File: config.mk
export PLATFORM = sky130hd
export DESIGN_NAME = spi_reg_slave
export DESIGN_NICKNAME = d
export VERILOG_FILES = /design/src/rtl/spi_reg_pkg.sv /design/src/rtl/spi_pin_sync.sv /design/src/rtl/spi_word_shifter.sv /design/src/rtl/spi_reg_bank.sv /design/src/rtl/spi_reg_slave.sv
export SDC_FILE = /design/constraint.sdc
export NUM_CORES = 1
export LEC_CHECK = 0
export CORE_AREA = 5 5 130 132
export DETAILED_ROUTE_END_ITERATION = 7
export DIE_AREA = 0 0 135 137
export DONT_BUFFER_PORTS = 1
export MAX_ROUTING_LAYER = met4
export PLACE_DENSITY = 0.45
export SETUP_SLACK_MARGIN = 0.2
export SLEW_MARGIN = 25
export SYNTH_ARGS = -nofsm -noshare
export SYNTH_HDL_FRONTEND = slang
export SYNTH_SLANG_ARGS = --single-unit
export TNS_END_PERCENT = 1
File: constraint.sdc
create_clock -name clk -period 4.1 [get_ports clk]
set_input_delay 0.41 -clock clk [delete_from_list [all_inputs] [get_ports clk]]
set_output_delay 0.41 -clock clk [all_outputs]
set_load 0.02 [all_outputs]
File: src/rtl/spi_reg_pkg.sv
package spi_reg_pkg;
  localparam int WORD_W = 16;
  localparam int PAY_W  = WORD_W - 1;

  typedef enum logic {
    PH_ADDR = 1'b0,
    PH_DATA = 1'b1
  } phase_t;

  // parity bit that gives the whole word an odd number of ones
  function automatic logic odd_fill(input logic [PAY_W-1:0] pay);
    return ~(^pay);
  endfunction
endpackage

File: src/rtl/spi_pin_sync.sv
module spi_pin_sync #(
  parameter int STAGES = 2
) (
  input  logic clk,
  input  logic rst_n,
  input  logic sclk,
  input  logic csn,
  input  logic mosi,
  output logic sclk_rise,
  output logic sclk_fall,
  output logic mosi_s,
  output logic cs_idle,
  output logic cs_start
);
  logic [STAGES-1:0] sck_sr, cs_sr, mo_sr;
  logic sck_d, cs_d;

  always_ff @(posedge clk or negedge rst_n) begin
    if (!rst_n) begin
      sck_sr <= '0;
      cs_sr  <= '1;
      mo_sr  <= '0;
      sck_d  <= 1'b0;
      cs_d   <= 1'b1;
    end else begin
      for (int i = STAGES - 1; i > 0; i--) begin
        sck_sr[i] <= sck_sr[i-1];
        cs_sr[i]  <= cs_sr[i-1];
        mo_sr[i]  <= mo_sr[i-1];
      end
      sck_sr[0] <= sclk;
      cs_sr[0]  <= csn;
      mo_sr[0]  <= mosi;
      sck_d     <= sck_sr[STAGES-1];
      cs_d      <= cs_sr[STAGES-1];
    end
  end

  assign cs_idle   = cs_sr[STAGES-1];
  assign cs_start  = cs_d & ~cs_sr[STAGES-1];
  assign sclk_rise = sck_sr[STAGES-1] & ~sck_d & ~cs_idle;
  assign sclk_fall = ~sck_sr[STAGES-1] & sck_d & ~cs_idle;
  assign mosi_s    = mo_sr[STAGES-1];
endmodule

File: src/rtl/spi_word_shifter.sv
module spi_word_shifter #(
  parameter int WORD_W = spi_reg_pkg::WORD_W
) (
  input  logic              clk,
  input  logic              rst_n,
  input  logic              cs_idle,
  input  logic              sclk_rise,
  input  logic              sclk_fall,
  input  logic              mosi_s,
  input  logic              tx_load,
  input  logic [WORD_W-1:0] tx_word,
  output logic              word_done,
  output logic [WORD_W-1:0] rx_word,
  output logic              miso
);
  localparam int CNT_W = $clog2(WORD_W);
  localparam logic [CNT_W-1:0] LAST = CNT_W'(WORD_W - 1);

  logic [WORD_W-1:0] rx_sr;
  logic [WORD_W-1:0] tx_sr;
  logic [CNT_W-1:0]  bit_cnt;

  assign word_done = sclk_rise & (bit_cnt == LAST);
  assign rx_word   = {rx_sr[WORD_W-2:0], mosi_s};
  assign miso      = tx_sr[WORD_W-1];

  always_ff @(posedge clk or negedge rst_n) begin
    if (!rst_n) begin
      rx_sr   <= '0;
      bit_cnt <= '0;
    end else if (cs_idle) begin
      bit_cnt <= '0;
    end else if (sclk_rise) begin
      rx_sr   <= rx_word;
      bit_cnt <= (bit_cnt == LAST) ? '0 : bit_cnt + 1'b1;
    end
  end

  // a fresh word is loaded after the last rising edge; the falling edge
  // that follows it must not shift, hence the count guard
  always_ff @(posedge clk or negedge rst_n) begin
    if (!rst_n) begin
      tx_sr <= '0;
    end else if (cs_idle) begin
      tx_sr <= '0;
    end else if (tx_load) begin
      tx_sr <= tx_word;
    end else if (sclk_fall && bit_cnt != '0) begin
      tx_sr <= {tx_sr[WORD_W-2:0], 1'b0};
    end
  end
endmodule

File: src/rtl/spi_reg_bank.sv
module spi_reg_bank #(
  parameter int NUM_RW      = 4,
  parameter int ADDR_W      = 7,
  parameter int PAY_W       = spi_reg_pkg::PAY_W,
  parameter int STATUS_ADDR = 8,
  parameter int MON_W       = 4
) (
  input  logic              clk,
  input  logic              rst_n,
  input  logic [ADDR_W-1:0] rd_addr,
  input  logic              wr_en,
  input  logic [ADDR_W-1:0] wr_addr,
  input  logic [PAY_W-1:0]  wr_data,
  input  logic              perr_set,
  input  logic [MON_W-1:0]  mon_fault,
  output logic [PAY_W-1:0]  rd_data,
  output logic [PAY_W-1:0]  status_word
);
  localparam int IDX_W = (NUM_RW > 1) ? $clog2(NUM_RW) : 1;
  localparam logic [ADDR_W-1:0] ST_A  = ADDR_W'(STATUS_ADDR);
  localparam logic [ADDR_W-1:0] RW_LIM = ADDR_W'(NUM_RW);

  logic [PAY_W-1:0] regs [NUM_RW];
  logic perr_q, perr_clr, perr_eff;

  assign perr_clr = wr_en && (wr_addr == ST_A);
  assign perr_eff = perr_set | (perr_q & ~perr_clr);

  always_ff @(posedge clk or negedge rst_n) begin
    if (!rst_n) begin
      perr_q <= 1'b0;
    end else if (perr_set) begin
      perr_q <= 1'b1;
    end else if (perr_clr) begin
      perr_q <= 1'b0;
    end
  end

  always_ff @(posedge clk or negedge rst_n) begin
    if (!rst_n) begin
      for (int i = 0; i < NUM_RW; i++) regs[i] <= '0;
    end else if (wr_en && wr_addr < RW_LIM) begin
      regs[wr_addr[IDX_W-1:0]] <= wr_data;
    end
  end

  always_comb begin
    status_word = '0;
    status_word[MON_W+1:2] = mon_fault;
    status_word[1] = perr_eff;
    status_word[0] = ~(|mon_fault | perr_eff);
  end

  always_comb begin
    if (rd_addr == ST_A)        rd_data = status_word;
    else if (rd_addr < RW_LIM)  rd_data = regs[rd_addr[IDX_W-1:0]];
    else                        rd_data = '0;
  end
endmodule

File: src/rtl/spi_reg_slave.sv
module spi_reg_slave #(
  parameter int NUM_RW      = 4,
  parameter int ADDR_W      = 7,
  parameter int STATUS_ADDR = 8,
  parameter int MON_W       = 4,
  parameter int SYNC_STAGES = 2
) (
  input  logic             clk,
  input  logic             rst_n,
  input  logic             sclk,
  input  logic             csn,
  input  logic             mosi,
  output logic             miso,
  input  logic [MON_W-1:0] mon_fault
);
  import spi_reg_pkg::*;

  localparam int RW_POS = WORD_W - 1 - ADDR_W;

  logic sclk_rise, sclk_fall, mosi_s, cs_idle, cs_start;
  logic word_done, tx_load;
  logic [WORD_W-1:0] rx_word, tx_word;
  logic [PAY_W-1:0]  tx_pay, rd_data, status_word;
  logic [ADDR_W-1:0] adr_f, addr_q;
  logic rw_f, par_ok, wr_en, perr_set;
  phase_t phase, phase_n;

  spi_pin_sync #(.STAGES(SYNC_STAGES)) u_sync (
    .clk(clk), .rst_n(rst_n), .sclk(sclk), .csn(csn), .mosi(mosi),
    .sclk_rise(sclk_rise), .sclk_fall(sclk_fall), .mosi_s(mosi_s),
    .cs_idle(cs_idle), .cs_start(cs_start)
  );

  spi_word_shifter #(.WORD_W(WORD_W)) u_shift (
    .clk(clk), .rst_n(rst_n), .cs_idle(cs_idle),
    .sclk_rise(sclk_rise), .sclk_fall(sclk_fall), .mosi_s(mosi_s),
    .tx_load(tx_load), .tx_word(tx_word),
    .word_done(word_done), .rx_word(rx_word), .miso(miso)
  );

  spi_reg_bank #(
    .NUM_RW(NUM_RW), .ADDR_W(ADDR_W), .PAY_W(PAY_W),
    .STATUS_ADDR(STATUS_ADDR), .MON_W(MON_W)
  ) u_bank (
    .clk(clk), .rst_n(rst_n), .rd_addr(adr_f),
    .wr_en(wr_en), .wr_addr(addr_q), .wr_data(rx_word[WORD_W-1:1]),
    .perr_set(perr_set), .mon_fault(mon_fault),
    .rd_data(rd_data), .status_word(status_word)
  );

  assign adr_f   = rx_word[WORD_W-1 -: ADDR_W];
  assign rw_f    = rx_word[RW_POS];
  assign par_ok  = ^rx_word;
  assign tx_load = cs_start | word_done;
  assign tx_word = {tx_pay, odd_fill(tx_pay)};

  // word-phase decision: what the finished word meant, what goes out next
  always_comb begin
    wr_en    = 1'b0;
    perr_set = 1'b0;
    tx_pay   = status_word;
    phase_n  = phase;
    if (word_done) begin
      if (phase == PH_ADDR) begin
        if (!par_ok) begin
          perr_set = 1'b1;
        end else begin
          tx_pay = rd_data;
          if (rw_f) phase_n = PH_DATA;
        end
      end else begin
        if (par_ok) wr_en = 1'b1;
        else        perr_set = 1'b1;
        phase_n = PH_ADDR;
      end
    end
  end

  always_ff @(posedge clk or negedge rst_n) begin
    if (!rst_n) begin
      phase  <= PH_ADDR;
      addr_q <= '0;
    end else if (cs_idle) begin
      phase  <= PH_ADDR;
    end else begin
      phase <= phase_n;
      if (word_done && phase == PH_ADDR && par_ok) addr_q <= adr_f;
    end
  end
endmodule

==> impl_metrics.csv <==
group,metric,value,unit
run_status,outcome,"complete, but fails checks",
run_status,violations,"hold timing",
synthesis,post_synth_inst_count,406,
synthesis,synth_area,0.00533,mm^2
sta,fin_crit,3.42,ns
floorplan,start_util,34.1,%
clock_network,clock-sinks,112,
global_routing,grt_usage,13.7,%
setup_path,crit_type,"flop to flop",
synthesis,ys_ff_latch,112,
placement,place.gp.congestion,0.802,
layout,finalNonFillerCells,624,
setup_path,slowest_delay,0.48,ns
setup_path,cp_slowest_cell,"dfrtp_1",
sta,finalSetupTns,0,ns
pwr,p_sw,0.776,mW
global_routing,overflow,0,
sta,slew_headroom,52.3,%
floorplan,core-area,0.0156,mm^2
clock_network,root_buffer,"clkbuf_16",
setup_path,critPathLaunchType,"flop",
synthesis,synthTopCellsByArea,"dfrtp_1, mux2_2, mux4_2",
floorplan,die_height,137,um
global_routing,antenna_found_initial,0,
detailed_routing,viasPerCell,4.97,
placement,hpwl,7560,um
setup_path,cp_num_cells,10,
pwr,p_clk_share,31.6,%
clock_network,cts_buffers,9,
pwr,p_comb_share,21.6,%
setup_path,r2r.worst_path.cells,10,
global_routing,first_global_vias,3308,
sta,skew,0.00933,ns
detailed_routing,routedWlPerCell,17.9,um
detailed_routing,drc,0,
clock_network,htreeDepth,3,
setup_path,arrival,3.66,ns
synthesis,yosys-top-cells-count,"dfrtp_1, mux2_2, nand2_1, nor2_1, xnor2_1",
synthesis,yosysSeqAreaShare,52.7,%
pwr,p_seq_share,46.8,%
pwr,switching_share,29.0,%
clock_network,cts_tree,"built",
sta,slew_viol_final,0,
global_routing,grt_start_max_net_pins,113,
floorplan,die_area,0.0185,mm^2
sta,final-hold-violation-count,10,
floorplan,die_x,135,um
synthesis,synth_most_common_cell,"dfrtp_1",
clock_network,cts_buffer_depth,2,
synthesis,synth_ff_type,"dfrtp_1",
sta,period_share,83.4,%
pwr,irDropWorstVdd,0.264,mV
layout,syn_to_final_growth,10.2,%
synthesis,async_reset_ff_share,100,%
synthesis,synth_cell_types,48,
pwr,p_leak,2.64,nW
setup_path,cpMostUsedCell,"xnor2_1",
detailed_routing,drt-total-wl,11200,um
floorplan,pin_count,10,
detailed_routing,drt_iter0_drc,136,
clock_network,clk-insertion-delay-late,0.36,ns
sta,finalHoldWorstSlack,-0.0464,ns
setup_path,cp.required,4.34,ns
placement,io_buffers,0,
layout,final_nets,418,
hold_path,hold_path_class,"primary input to async pin",
detailed_routing,first_pass_iters,4,
sta,setup_viol,0,
placement,dpl.cell_count,608,
synthesis,synth_top_area_share,51.2,%
pwr,p_int,1.90,mW
sta,worstMarginPinSlew,0.713,ns
job,maxCapViolCount,0,
setup_path,cpLargestDelayFamily,"simple AND/OR/NAND/NOR gates",
synthesis,yosys.area.top_type,"dfrtp_1",
sta,max_freq,292,MHz
synthesis,ys_warn_count,0,
setup_path,crit_fanout,8,
detailed_routing,via_count,3104,
layout,num_antenna_cells,0,
setup_path,path_cells,"inv_1, ha_1, xnor2_1, xnor2_1, xnor3_2, nand2_2, or3_4, nor3b_4, buf_4, mux2_2",
setup_path,worstSetupEndpointType,"flop",
sta,rsz0062_at_grt,"no",
floorplan,num_rows,46,
synthesis,avgSynthCellArea,13.1,um^2
setup_path,cp_num_buf_inv,2,
global_routing,grt_first_pass_wirelength,18600,um
clock_network,clk_pin_slew_worst_paths,0.07,ns
detailed_routing,drtAntennaViolNets,0,
synthesis,syn-num-nets,420,
pwr,powerDensity,456,mW/mm^2
layout,drive_above_1_share,32.4,%
synthesis,synth-edff-count,0,
[flip-flops by register name, indices dropped and copies added, names as in the netlist]
name	cells
addr_q	7
phase	1
u_bank.perr_q	1
u_bank.regs	60
u_shift.bit_cnt	4
u_shift.rx_sr	15
u_shift.tx_sr	16
u_sync.cs_d	1
u_sync.cs_sr	2
u_sync.mo_sr	2
u_sync.sck_d	1
u_sync.sck_sr	2
[routing by layer]
metal	GRT usage, %	wire length [um]
met1	18.4	5500
met3	3.24	277
met5	-	0
met4	3.86	155
met2	21.0	5260
[cell usage in the layout, fill, tap and decap left out, types with 3 or more instances in the layout]
| master | instances |
|---|---|
| inv_6 | 3 |
| mux4_2 | 15 |
| a21oi_1 | 12 |
| o21ai_0 | 16 |
| nor2b_1 | 5 |
| buf_4 | 8 |
| nand2_1 | 23 |
| inv_1 | 8 |
| a211oi_1 | 14 |
| nor2_1 | 23 |
| clkbuf_16 | 9 |
| dfstp_2 | 3 |
| xnor2_1 | 21 |
| nand3_1 | 3 |
| ha_1 | 5 |
| xor2_1 | 4 |
| dfrtp_1 | 109 |
| a31oi_1 | 5 |
| mux2_2 | 84 |
[timing repair]
item                       4_1_cts  5_1_grt
hold endpoints to repair       112        0
resized for setup                0        0
hold buffers                     1        0
setup endpoints to repair        0        0
buffers inserted                 0        0
[power by group through the flow]
stage	sequential (mW)	clock, mW	combinational [mW]
finish	1.25	0.845	0.579
CTS	1.25	0.886	0.590
global route	1.26	0.925	0.641
detailed placement	1.27	0	0.552
floorplan	1.22	0	0.479
global placement	1.28	0	0.562
[area by class of cell]
class	instances	area (um^2)
Clock buffer	10	239
Clock inverter	5	40.0
Fill cell	1493	9730
Inverter	8	30.0
Multi-Input combinational cell	264	2390
Sequential cell	112	2810
Tap cell	216	270
Timing Repair Buffer	9	87.6
[metrics by stage]
step	util, %	instance area, um^2	setup slack (ns)	total power [mW]
final	37.6	5870	0.680	2.67
after global routing	37.6	5870	0.481	2.83
after CTS	37.6	5870	0.667	2.73
after detailed placement	35.7	5560	0.698	1.83
after global placement	35.7	5560	0.814	1.84
after floorplan	-	5330	1.22	1.70
[cell families after synthesis]
logic type / share of synthesized area [%]
compound gates: 6.84
xor+xnor: 5.43
fa+ha+maj: 1.17
buf+inv: 2.42
flops: 52.7
mux: 24.3
simple gates: 7.14
[path summary, 6_finish.rpt]
kind / startpoint / end / slack, ns
worst min register to register: u_sync.mo_sr[0] / u_sync.mo_sr[1] / 0.35
worst max-delay path: u_shift.rx_sr[13] / u_bank.regs[29] / 0.68
worst min-delay path: rst_n / u_shift.tx_sr[11] / -0.05
worst max register to register: u_shift.rx_sr[13] / u_bank.regs[29] / 0.68
max in group asynchronous: rst_n / u_bank.regs[35] / 3.65
min in group clk: csn / u_sync.cs_sr[0] / 0.05
Note: power is estimated with default switching activity, not from simulation.
